===== config.mk =====
export PLATFORM = sky130hd
export DESIGN_NAME = seq_ctrl_reg
export DESIGN_NICKNAME = d
export VERILOG_FILES = /design/src/rtl/seq_ctrl_pkg.sv /design/src/rtl/sc_trig_bank.sv /design/src/rtl/sc_stat_reg.sv /design/src/rtl/sc_hold_ctl.sv /design/src/rtl/seq_ctrl_reg.sv
export SDC_FILE = /design/constraint.sdc
export NUM_CORES = 1
export LEC_CHECK = 0
export BUFFER_PORTS_ARGS = -buffer_cell sky130_fd_sc_hd__buf_2
export CORE_AREA = 2 2 54 56
export CTS_CLUSTER_SIZE = 16
export DETAILED_ROUTE_END_ITERATION = 8
export DIE_AREA = 0 0 56 58
export PLACE_DENSITY = 0.81
export SYNTH_ARGS = -nofsm -noshare
export SYNTH_HDL_FRONTEND = slang
export SYNTH_SLANG_ARGS = --single-unit
export TNS_END_PERCENT = 1

===== constraint.sdc =====
create_clock -name clk_i -period 3 [get_ports clk_i]
set_clock_uncertainty 0.15 [all_clocks]
set_input_delay 0.45 -clock clk_i [delete_from_list [all_inputs] [get_ports clk_i]]
set_output_delay 0.45 -clock clk_i [all_outputs]
set_load 0.005 [all_outputs]

===== src/rtl/seq_ctrl_pkg.sv =====
package seq_ctrl_pkg;
  localparam int unsigned REG_W    = 32;
  localparam int unsigned TRIG_W   = 8;
  localparam int unsigned STAT_W   = 8;
  localparam int unsigned TRIG_LSB = 0;
  localparam int unsigned STAT_LSB = TRIG_LSB + TRIG_W;
  localparam int unsigned HOLD_BIT = REG_W - 1;
  localparam int unsigned OP_W     = 3;
  localparam int unsigned PAD_W    = HOLD_BIT - (STAT_LSB + STAT_W);
endpackage


===== src/rtl/sc_trig_bank.sv =====
module sc_trig_bank #(
  parameter int unsigned W = 8
) (
  input  logic         clk_i,
  input  logic         rst_ni,
  input  logic [W-1:0] set_i,
  input  logic [W-1:0] clr_i,
  output logic [W-1:0] q_o
);
  for (genvar i = 0; i < W; i++) begin : g_bit
    always_ff @(posedge clk_i or negedge rst_ni) begin
      if (!rst_ni)        q_o[i] <= 1'b0;
      else if (set_i[i])  q_o[i] <= 1'b1;  // set has priority
      else if (clr_i[i])  q_o[i] <= 1'b0;
    end
  end
endmodule


===== src/rtl/sc_stat_reg.sv =====
module sc_stat_reg #(
  parameter int unsigned W = 8
) (
  input  logic         clk_i,
  input  logic         rst_ni,
  input  logic         load_i,
  input  logic [W-1:0] d_i,
  output logic [W-1:0] q_o
);
  always_ff @(posedge clk_i or negedge rst_ni) begin
    if (!rst_ni)     q_o <= '0;
    else if (load_i) q_o <= d_i;
  end
endmodule


===== src/rtl/sc_hold_ctl.sv =====
module sc_hold_ctl #(
  parameter bit PROG_IN_RAM = 1'b1
) (
  input  logic clk_i,
  input  logic rst_ni,
  input  logic we_i,
  input  logic d_i,
  output logic hold_o,
  output logic prog_sel_o,
  output logic data_sel_o
);
  always_ff @(posedge clk_i or negedge rst_ni) begin
    if (!rst_ni)   hold_o <= PROG_IN_RAM;
    else if (we_i) hold_o <= d_i;
  end

  assign prog_sel_o = hold_o;
  assign data_sel_o = ~hold_o;
endmodule


===== src/rtl/seq_ctrl_reg.sv =====
module seq_ctrl_reg
  import seq_ctrl_pkg::*;
#(
  parameter bit PROG_IN_RAM = 1'b1
) (
  input  logic             clk_i,
  input  logic             rst_ni,
  input  logic             host_we_i,
  input  logic [REG_W-1:0] host_wdata_i,
  input  logic             seq_we_i,
  input  logic [REG_W-1:0] seq_wdata_i,
  input  logic             op_start_i,
  input  logic [OP_W-1:0]  op_code_i,
  output logic [REG_W-1:0] reg_rdata_o,
  output logic             seq_rst_o,
  output logic             prog_sel_o,
  output logic             data_sel_o,
  output logic             run_busy_o
);
  logic              hold_q;
  logic              seq_wr_ok;
  logic              auto_set;
  logic [TRIG_W-1:0] trig_set, trig_clr, trig_q;
  logic [STAT_W-1:0] stat_q;

  // sequencer port is dead while held in reset
  assign seq_wr_ok = seq_we_i & ~hold_q;
  assign auto_set  = op_start_i & (op_code_i != '0);

  always_comb begin
    trig_set    = host_we_i ? host_wdata_i[TRIG_LSB +: TRIG_W] : '0;
    trig_set[0] = trig_set[0] | auto_set;
    trig_clr    = seq_wr_ok ? ~seq_wdata_i[TRIG_LSB +: TRIG_W] : '0;
  end

  sc_hold_ctl #(.PROG_IN_RAM(PROG_IN_RAM)) u_hold (
    .clk_i      (clk_i),
    .rst_ni     (rst_ni),
    .we_i       (host_we_i),
    .d_i        (host_wdata_i[HOLD_BIT]),
    .hold_o     (hold_q),
    .prog_sel_o (prog_sel_o),
    .data_sel_o (data_sel_o)
  );

  sc_trig_bank #(.W(TRIG_W)) u_trig (
    .clk_i  (clk_i),
    .rst_ni (rst_ni),
    .set_i  (trig_set),
    .clr_i  (trig_clr),
    .q_o    (trig_q)
  );

  sc_stat_reg #(.W(STAT_W)) u_stat (
    .clk_i  (clk_i),
    .rst_ni (rst_ni),
    .load_i (seq_wr_ok),
    .d_i    (seq_wdata_i[STAT_LSB +: STAT_W]),
    .q_o    (stat_q)
  );

  assign reg_rdata_o = {hold_q, {PAD_W{1'b0}}, stat_q, trig_q};
  assign seq_rst_o   = hold_q;
  assign run_busy_o  = ~stat_q[0];
endmodule


==> results of run 1 <==
-- what timing repair did --
item / CTS / global route
hold buffers: 1 / 0
setup endpoints to repair: 0 / 0
hold endpoints to repair: 16 / 0
-- sequential cells by signal (all words and copies together), names as in the netlist --
register	count
u_hold.hold_o	1
u_stat.q_o	8
u_trig.q_o	8
-- worst max-delay path by stage --
| stage | endpoint | from | cells after the start |
|---|---|---|---|
| final | data_sel_o | u_hold.hold_o | 2 |
| after detailed placement | u_stat.q_o[7] | seq_we_i | 3 |
| after global placement | u_stat.q_o[2] | seq_we_i | 3 |
| after global routing | data_sel_o | u_hold.hold_o | 2 |
| after floorplan | u_stat.q_o[0] | u_hold.hold_o | 3 |
| after CTS | data_sel_o | u_hold.hold_o | 2 |
-- cell families (layout without fill, tap and decap cells) --
kind of cell / Yosys count / count (layout) / synth area share (%)
flops: 17 / 17 / 49.2
mux: 8 / 8 / 13.9
compound gates: 11 / 11 / 10.2
other cells: 1 / 15 / 0.432
buf+inv: 22 / 61 / 17.7
simple gates: 9 / 9 / 8.51
-- Yosys cell counts, drive strengths merged --
cell    count
clkbuf      1
buf        18
a22oi       1
dfrtp      16
or3b        7
conb        1
a22o        7
nor2b       1
o31ai       1
o21ai       1
nand2       1
inv         3
mux2        8
dfstp       1
o211ai      1
-- worst max-delay path: cells and delay by family (launching register included) --
family   cells  cell delay (ns)
flops        1             0.65
buf+inv      2             0.20
-- final cells by class --
cell class              count  area [µm²]  share of cell area, %
clock buffers               3        22.5                   2.01
clock inverters             1        5.00                  0.447
inverters                   3        11.3                   1.01
multi-input cells          43         339                   30.3
flip-flops and latches     17         427                   38.1
well taps                  31        38.8                   3.47
repair buffers             54         275                   24.6
-- per-layer routing --
metal	global-route usage [%]	up-vias
li1	-	312
met1	15.4	313
met2	19.7	44
met3	3.13	2
met4	3.74	0
met5	0	-
-- where the power goes --
group | leakage [nW] | switching [mW] | internal [mW] | total [mW]
clock | 0.0177 | 0.0723 | 0.0495 | 0.122
combinational | 0.405 | 0.0517 | 0.0813 | 0.133
sequential | 0.188 | 0.0203 | 0.263 | 0.283
total | 0.611 | 0.144 | 0.394 | 0.538
-- per-stage QoR --
step	cell area (µm²)	utilization, %	hold slack, ns	instances	setup slack (ns)
finish	1120	42.0	0.224	152	1.26
global route	1120	42.0	0.220	152	1.19
CTS	1120	42.0	0.218	152	1.25
detailed placement	1080	40.6	0.247	147	1.19
global placement	1080	40.6	0.235	147	1.26
floorplan	920	-	0.00441	82	1.65
==> reports/results.ini, run 1 <==
[worst_setup_path]
regToRegStartpoint = u_hold.hold_o
max_stage_delay_ns = 0.65
worst_path_slowest_cell = sky130_fd_sc_hd__dfstp_2
timing.critical_path.to_type = output port
setup.reg_to_reg.worst_slack_ns = 1.41
ff2ff_path_depth = 2
worst_r2r_endpoint = u_stat.q_o[1]
timing.critical_path.cells = inv_1 > buf_2
critPathMaxFanout = 12
arrival_ns = 1.14
critical_setup_path_class = reg -> out
critical_path.startpoint_type = flip-flop
cp.required_ns = 2.40

[logic_synthesis]
synth_top_cells_by_area = sky130_fd_sc_hd__dfrtp_1 46%, sky130_fd_sc_hd__buf_4 15%, sky130_fd_sc_hd__mux2_4 14%
yosys.area.top_type = sky130_fd_sc_hd__dfrtp_1
synthesis.area_per_instance_um2 = 12.8
ys_seq_area_share_pct = 49.2
synth-warning-count = 0
synth_top_area_share_pct = 46.2
yosys_register_bits = 17
synth.distinct_cells = 16
netlist_area_before_placement_um2 = 867
post_synth_inst_count = 68

[route]
drcViolationCount = 0
m1WireLength_um = 793
avgRoutedWirePerCell_um = 12.0
drt_pass1_iterations = 4
postRouteAntennaNets = 0
met3RoutedLength_um = 174
detail_route.wirelength_um = 1830
topRoutingLayerUsed = met4
drt-initial-drc-count = 7
via_count = 671
detail_route.vias_per_cell = 4.41
met2_routed_wl_um = 848

[global_routing]
grt.total_usage_pct = 11.9
grt_pass1_wl_um = 2940
antenna_found_initial = 0
grt_pass1_vias = 654
globalRouteOverflowTotal = 0
grt_max_degree = 18

[layout]
n_diodes = 0
synthToLayoutAreaGrowth_pct = 29.0
fill_cell_instance_count_of_the_final_layout = 262
finalNetCount = 194
layout_commonest_cell = sky130_fd_sc_hd__buf_2
final_cell_mix = 53 x sky130_fd_sc_hd__buf_2, 16 x sky130_fd_sc_hd__dfrtp_1, 15 x sky130_fd_sc_hd__conb_1
post_route_cells_drive_above_1_share_pct = 55.4

[placement]
gp_congestion = 0.684
detailed_place_hpwl_um = 1430
place.port_buffers = 53

[clock_network]
cts-root-buf = sky130_fd_sc_hd__clkbuf_4
cts_max_path_buffers = 2
post-cts-setup-buffer-count = 0
cts.sink_count = 17
tritoncts.num_buffers = 3
tritoncts = done
clk_latency_ns = 0.29
cts.reportedPaths.clkPinSlew_ns = 0.10
post_cts.resized_instances = 0
ctsHtreeMaxLevel = 1

[power]
power_per_cell_area_nw_per_um2 = 481
vdd.ir_drop.worst_mv = 0.201
design_power_total_uw = 538
p_leak_nw = 0.611

[floorplan]
floorplan.io_pins = 108
die_w_um = 56
floorplan.die_area_um2 = 3250
initial_core_utilization_pct = 32.6
floorplan.core_area_um2 = 2660
num_rows = 19
die-height_um = 58

[sta]
report.final.slew_viol_count = 0
tightestPinTransition_ns = 0.636
timing.final.crit_period_ns = 1.74
totalNegativeSetupSlack_ns = 0
grt_setup_unrepaired = no
hold_violations = 0
setup_viol = 0
relSlewSlack_pct = 57.4
finalCritPeriodShare_pct = 58.0
achievable-frequency_mhz = 575

[run]
maxCapViolCount = 0

[hold_path]
min_to = u_hold.hold_o
holdCritStartpoint = host_wdata_i[31]
whs_path_depth = 3
hp-class = in -> reg

[run_status]
outcome = completed

(Power assumes the default switching activity.)
==> run 2: changes to the inputs <==
CORE_AREA = 2 2 56 58   (was 2 2 54 56)
DIE_AREA = 0 0 58 60   (was 0 0 56 58)
PLACE_DENSITY = 0.76   (was 0.81)
clock period = 1.7 ns   (was 3 ns; I/O delays follow)
==> run 2 against run 1 <==
- combinational power grew 77%
- non-clock buffer count grew 1
- cell count is 2.0% higher
==> reports/results.ini, run 2 (synthesized netlist as in run 1, its figures left out) <==
[worst_setup_path]
max_stage_delay_ns = 0.65  ; about the same
arrival_ns = 1.12  ; -0.02 ns
timing.critical_path.cells = inv_1 > buf_2
worst_path_slowest_cell = sky130_fd_sc_hd__dfstp_2
cp.required_ns = 1.29  ; -1.11 ns
critical_setup_path_class = reg -> out
critPathMaxFanout = 12  ; unchanged
critical_path.startpoint_type = flip-flop
critical-path-top-delay-family = flip-flops
timing.critical_path.to_type = output port
cp_num_buf_inv = 2  ; unchanged

[sta]
layout_setup_ws_ns = 0.171  ; -1.09 ns
hold_violations = 0  ; unchanged
finalCritPeriodShare_pct = 90.0
achievable-frequency_mhz = 654
setup_viol = 0  ; unchanged
report.final.slew_viol_count = 0  ; unchanged
totalNegativeSetupSlack_ns = 0  ; unchanged
timing.final.crit_period_ns = 1.53
grt_setup_unrepaired = no

[clock_network]
tritoncts.num_buffers = 3  ; unchanged
cts_max_path_buffers = 2  ; unchanged
cts-root-buf = sky130_fd_sc_hd__clkbuf_4
ctsHtreeMaxLevel = 1  ; unchanged
cts.reportedPaths.clkPinSlew_ns = 0.10  ; about the same
tritoncts = done
post-cts-setup-buffer-count = 0  ; unchanged
clk_latency_ns = 0.28  ; about the same
cts.sink_count = 17  ; unchanged
post_cts.resized_instances = 0  ; unchanged

[power]
vdd.ir_drop.worst_mv = 0.351  ; +74%
power_per_cell_area_nw_per_um2 = 842  ; +75%
p_leak_nw = 0.613  ; +0.38%
design_power_total_uw = 949  ; +76%

[floorplan]
floorplan.die_area_um2 = 3480  ; +7.1%
die_w_um = 58  ; +3.6%
num_rows = 20  ; +1
initial_core_utilization_pct = 29.9  ; -2.7 points
die-height_um = 60  ; +3.4%
floorplan.io_pins = 108  ; unchanged
floorplan.core_area_um2 = 2900  ; +9.0%

[placement]
place.port_buffers = 53  ; unchanged
detailed_place_hpwl_um = 1540  ; +7.5%
gp_congestion = 0.628  ; -8.1%
post-place-ws_ns = 0.230  ; -0.956 ns
dpl.cell_count = 150  ; +2.0%

[run]
maxCapViolCount = 0  ; unchanged

[global_routing]
grt_max_degree = 18  ; unchanged
grt_pass1_vias = 725  ; +11%
antenna_found_initial = 0  ; unchanged
grt.total_usage_pct = 11.6  ; -0.31 points
globalRouteOverflowTotal = 0  ; unchanged
grt_pass1_wl_um = 3030  ; +3.1%

[layout]
n_diodes = 0  ; unchanged
post_route_cells_drive_above_1_share_pct = 54.9  ; -0.45 points
non_filler_instances = 155  ; +2.0%
final_cell_mix = 53 x sky130_fd_sc_hd__buf_2, 16 x sky130_fd_sc_hd__dfrtp_1, 15 x sky130_fd_sc_hd__conb_1
layout.core_utilization_pct = 38.8  ; -3.2 points
layout_commonest_cell = sky130_fd_sc_hd__buf_2
reg.largest.list = u_stat.q_o x8, u_trig.q_o x8, u_hold.hold_o x1
synthToLayoutAreaGrowth_pct = 30.0
finalNetCount = 195  ; +0.52%

[hold_path]
hp-class = in -> reg

[route]
postRouteAntennaNets = 0  ; unchanged
detail_route.wirelength_um = 1950  ; +6.3%
drt-initial-drc-count = 4  ; -3
avgRoutedWirePerCell_um = 12.5  ; +4.2%
via_count = 671  ; unchanged
drcViolationCount = 0  ; unchanged
detail_route.vias_per_cell = 4.33  ; -1.9%
drt_pass1_iterations = 2  ; -2

[run_status]
outcome = completed

run 2: cell count changes in the layout (fill, tap and decap cells not counted), sizes merged:
cell,before,now
buf,53,54
clkbuf,3,4
clkinv,1,0
run 2: worst reg2reg max path: cells and delay by family, from the launching register on:
| family | cells | cell delay, ns |
|---|---|---|
| flops | 1 | 0.65 |
| mux | 1 | 0.31 |
| buf+inv | 1 | 0.19 |
| simple gates | 1 | 0.06 |
run 2: path summary, 6_finish.rpt:
check,start,end,slack (ns),cells past startpoint
setup / recovery,u_hold.hold_o,data_sel_o,0.17,2
hold / removal,host_wdata_i[7],u_trig.q_o[7],0.04,2
setup reg to reg,u_hold.hold_o,u_stat.q_o[3],0.24,3
hold reg to reg,u_trig.q_o[6],u_trig.q_o[6],0.35,1
max in group asynchronous,rst_ni,u_hold.hold_o,0.81,2
min in group asynchronous,rst_ni,u_stat.q_o[5],0.27,2
run 2: final cells by class:
type / instances / area, µm²
inverters: 3 / 11.3
multi-input cells: 43 / 339
repair buffers: 55 / 283
flip-flops and latches: 17 / 427
clock buffers: 4 / 26.3
well taps: 33 / 41.3
fillers: 301 / 1780
run 2: stage by stage:
stage,cell area [µm²],hold slack (ns)
floorplan,920,-0.191
global placement,1090,0.0486
detailed placement,1090,0.0578
CTS,1130,0.0312
global route,1130,0.0211
finish,1130,0.0448
run 2: what timing repair did:
item	4_1_cts	5_1_grt
hold endpoints to repair	16	0
hold buffers	1	0
setup endpoints to repair	0	0
run 2: report_power, final:
part | total [mW] | internal, mW | switching (mW)
sequential | 0.500 | 0.464 | 0.0362
combinational | 0.236 | 0.145 | 0.0910
clock | 0.213 | 0.0910 | 0.122
total | 0.949 | 0.700 | 0.249
run 2: metal layers:
layer | wire [µm] | global-route usage (%) | share of wire (%)
met4 | 19 | 4.65 | 0.98
met5 | 0 | 0 | 0
met3 | 152 | 2.60 | 7.8
met1 | 721 | 12.5 | 37
met2 | 1050 | 21.8 | 54
==> run 3: changes to the inputs <==
ABC_AREA = 1   (was unset)
PLACE_DENSITY = 0.75   (was 0.76)
==> run 3 against run 2 <==
- utilization is 1.2 points lower
- synthesized area is 2.9% lower
- count of clock-buffer cells in the layout is the same
- die area stayed put
- first-iteration DRC count grew to 7.5 times the previous value
- sequential share of layout area rose by 1.2 points
- global-route usage fell by 0.97 points
- clock power hardly changed
- routed wire length shrank 7.7%
- critical endpoint unchanged
- sequential power down 3%
- setup slack got worse by 0.041 ns
==> reports/results.ini, run 3 <==
[floorplan]
num_rows = 20  ; unchanged
floorplan.io_pins = 108  ; unchanged
die_w_um = 58  ; unchanged
die-height_um = 60  ; unchanged
floorplan.core_area_um2 = 2900  ; unchanged
floorplan.die_area_um2 = 3480  ; unchanged
initial_core_utilization_pct = 29.0  ; -0.86 points

[route]
drt_pass1_iterations = 4  ; +2
drt-initial-drc-count = 30  ; +26
detail_route.vias_per_cell = 4.07  ; -6.1%
postRouteAntennaNets = 0  ; unchanged
drcViolationCount = 0  ; unchanged
detail_route.wirelength_um = 1800  ; -7.7%
avgRoutedWirePerCell_um = 9.86  ; -21%
via_count = 740  ; +10%

[placement]
place.port_buffers = 53  ; unchanged
detailed_place_hpwl_um = 1410  ; -8.7%
gp_congestion = 0.630  ; +0.22%

[logic_synthesis]
netlist_area_before_placement_um2 = 842  ; -2.9%
synth-main-ff-cell = sky130_fd_sc_hd__dfrtp_1
yosys.area.top_type = sky130_fd_sc_hd__dfrtp_1
ys_seq_area_share_pct = 50.7  ; +1.5 points
yosys.cell_count.top_type = sky130_fd_sc_hd__nand2_1
yosys_register_bits = 17  ; unchanged
synthesis.area_per_instance_um2 = 8.77  ; -31%
synth_top_cells_by_area = sky130_fd_sc_hd__dfrtp_1 48%, sky130_fd_sc_hd__buf_4 16%, sky130_fd_sc_hd__nand2_1 15%
synth_common_cells = 33 x sky130_fd_sc_hd__nand2_1, 18 x sky130_fd_sc_hd__buf_4, 16 x sky130_fd_sc_hd__dfrtp_1
post_synth_inst_count = 96  ; +41%
synthArstFlopShare_pct = 100  ; unchanged
synth-warning-count = 0  ; unchanged
synth.distinct_cells = 15  ; -1
synth_edf_count = 0  ; unchanged
synth_top_area_share_pct = 47.5  ; +1.4 points

[sta]
achievable-frequency_mhz = 637  ; -2.6%
setup_viol = 0  ; unchanged
totalNegativeSetupSlack_ns = 0  ; unchanged
final_hold_slack_ns = 0.0128  ; -0.0321 ns
hold_violations = 0  ; unchanged
grt_setup_unrepaired = no
finalCritPeriodShare_pct = 92.4  ; +2.4 points
report.final.slew_viol_count = 0  ; unchanged
timing.final.crit_period_ns = 1.57  ; +0.0409 ns

[worst_setup_path]
cp.required_ns = 1.29  ; about the same
critical_setup_path_class = reg -> out
setup.reg_to_reg.worst_slack_ns = 0.37  ; +0.13 ns
max_stage_delay_ns = 0.56  ; -0.09 ns
critPathMaxFanout = 8  ; -4
timing.critical_path.cells = inv_1 > buf_2
arrival_ns = 1.17  ; +0.05 ns
ff2ff_path_depth = 4  ; +1
worst_path_slowest_cell = sky130_fd_sc_hd__dfstp_2
critical_path.startpoint_type = flip-flop
timing.critical_path.to_type = output port
regToRegStartpoint = u_hold.hold_o
worst_r2r_endpoint = u_trig.q_o[1]

[hold_path]
whs_path_depth = 3  ; +1
hp-class = in -> reg
min_to = u_trig.q_o[5]
holdCritStartpoint = host_wdata_i[5]

[clock_network]
cts_max_path_buffers = 2  ; unchanged
post_cts.resized_instances = 0  ; unchanged
tritoncts.num_buffers = 3  ; unchanged
clk_latency_ns = 0.28  ; about the same
cts.sink_count = 17  ; unchanged
cts-root-buf = sky130_fd_sc_hd__clkbuf_4
tritoncts = done
cts.reportedPaths.clkPinSlew_ns = 0.10  ; about the same
ctsHtreeMaxLevel = 1  ; unchanged

[layout]
reg.largest.list = u_stat.q_o x8, u_trig.q_o x8, u_hold.hold_o x1
layout_commonest_cell = sky130_fd_sc_hd__buf_2
finalNetCount = 222  ; +14%
synthToLayoutAreaGrowth_pct = 29.9
final_cell_mix = 53 x sky130_fd_sc_hd__buf_2, 33 x sky130_fd_sc_hd__nand2_1, 16 x sky130_fd_sc_hd__dfrtp_1
post_route_cells_drive_above_1_share_pct = 40.3  ; -15 points
n_diodes = 0  ; unchanged

[power]
vdd.ir_drop.worst_mv = 0.341  ; -2.7%
p_leak_nw = 0.627  ; +2.3%
power_per_cell_area_nw_per_um2 = 832  ; -1.2%

[global_routing]
grt_pass1_wl_um = 2710  ; -10%
globalRouteOverflowTotal = 0  ; unchanged
grt.total_usage_pct = 10.6  ; -0.97 points
grt_pass1_vias = 621  ; -14%
antenna_found_initial = 0  ; unchanged
grt_max_degree = 18  ; unchanged

[run]
maxCapViolCount = 0  ; unchanged

[run_status]
outcome = completed

run 3: kinds of logic after synthesis:
| logic type | synth area share, % |
|---|---|
| other cells | 0.445 |
| buf+inv | 20.5 |
| compound gates | 5.79 |
| simple gates | 22.6 |
| flops | 50.7 |
run 3: what timing repair did:
action / CTS / global route
hold buffers: 2 / 0
hold endpoints to repair: 17 / 0
buffers inserted: 0 / 0
run 3: worst max-delay path by stage:
stage	startpoint	endpoint	slack, ns	depth (start not counted)
after floorplan	u_hold.hold_o	data_sel_o	0.53	2
after global placement	u_hold.hold_o	u_trig.q_o[5]	0.41	4
after detailed placement	u_hold.hold_o	u_trig.q_o[1]	0.38	4
after CTS	u_hold.hold_o	data_sel_o	0.12	2
after global routing	u_hold.hold_o	data_sel_o	0.07	2
final	u_hold.hold_o	data_sel_o	0.13	2
run 3: where the power goes:
| group | internal (mW) | switching (mW) |
|---|---|---|
| clock network | 0.0910 | 0.122 |
| logic | 0.102 | 0.108 |
| registers | 0.460 | 0.0267 |
| total | 0.653 | 0.257 |
run 3: per-layer routing:
layer	global-route usage (%)	share of wire (%)	up-vias	routed length [µm]
met3	2.60	8.2	0	148
met1	12.8	42	326	756
met2	18.3	50	38	890
met5	0	0	-	0
met4	3.99	0	0	0
li1	-	-	376	-
run 3: critical path: cells and delay by family, from the launching register on:
kind / cells / cell delay [ns]
buffers and inverters: 2 / 0.32
flip-flops: 1 / 0.56
run 3: layout make-up:
class / count / area (µm²)
fill: 300 / 1810
sequential: 17 / 427
multi-input combinational: 69 / 295
timing repair buffer: 56 / 293
tap: 33 / 41.3
clock buffer: 4 / 26.3
inverter: 3 / 11.3
run 3: per-stage QoR:
| stage | setup slack, ns | power, mW | std cells | area [µm²] | util [%] |
|---|---|---|---|---|---|
| after floorplan | 0.530 | 0.620 | 110 | 895 | - |
| after global placement | 0.406 | 0.700 | 176 | 1050 | 36.1 |
| after detailed placement | 0.377 | 0.706 | 176 | 1050 | 36.1 |
| after CTS | 0.117 | 0.929 | 182 | 1090 | 37.7 |
| after global routing | 0.0749 | 0.986 | 182 | 1090 | 37.7 |
| final | 0.130 | 0.910 | 182 | 1090 | 37.7 |
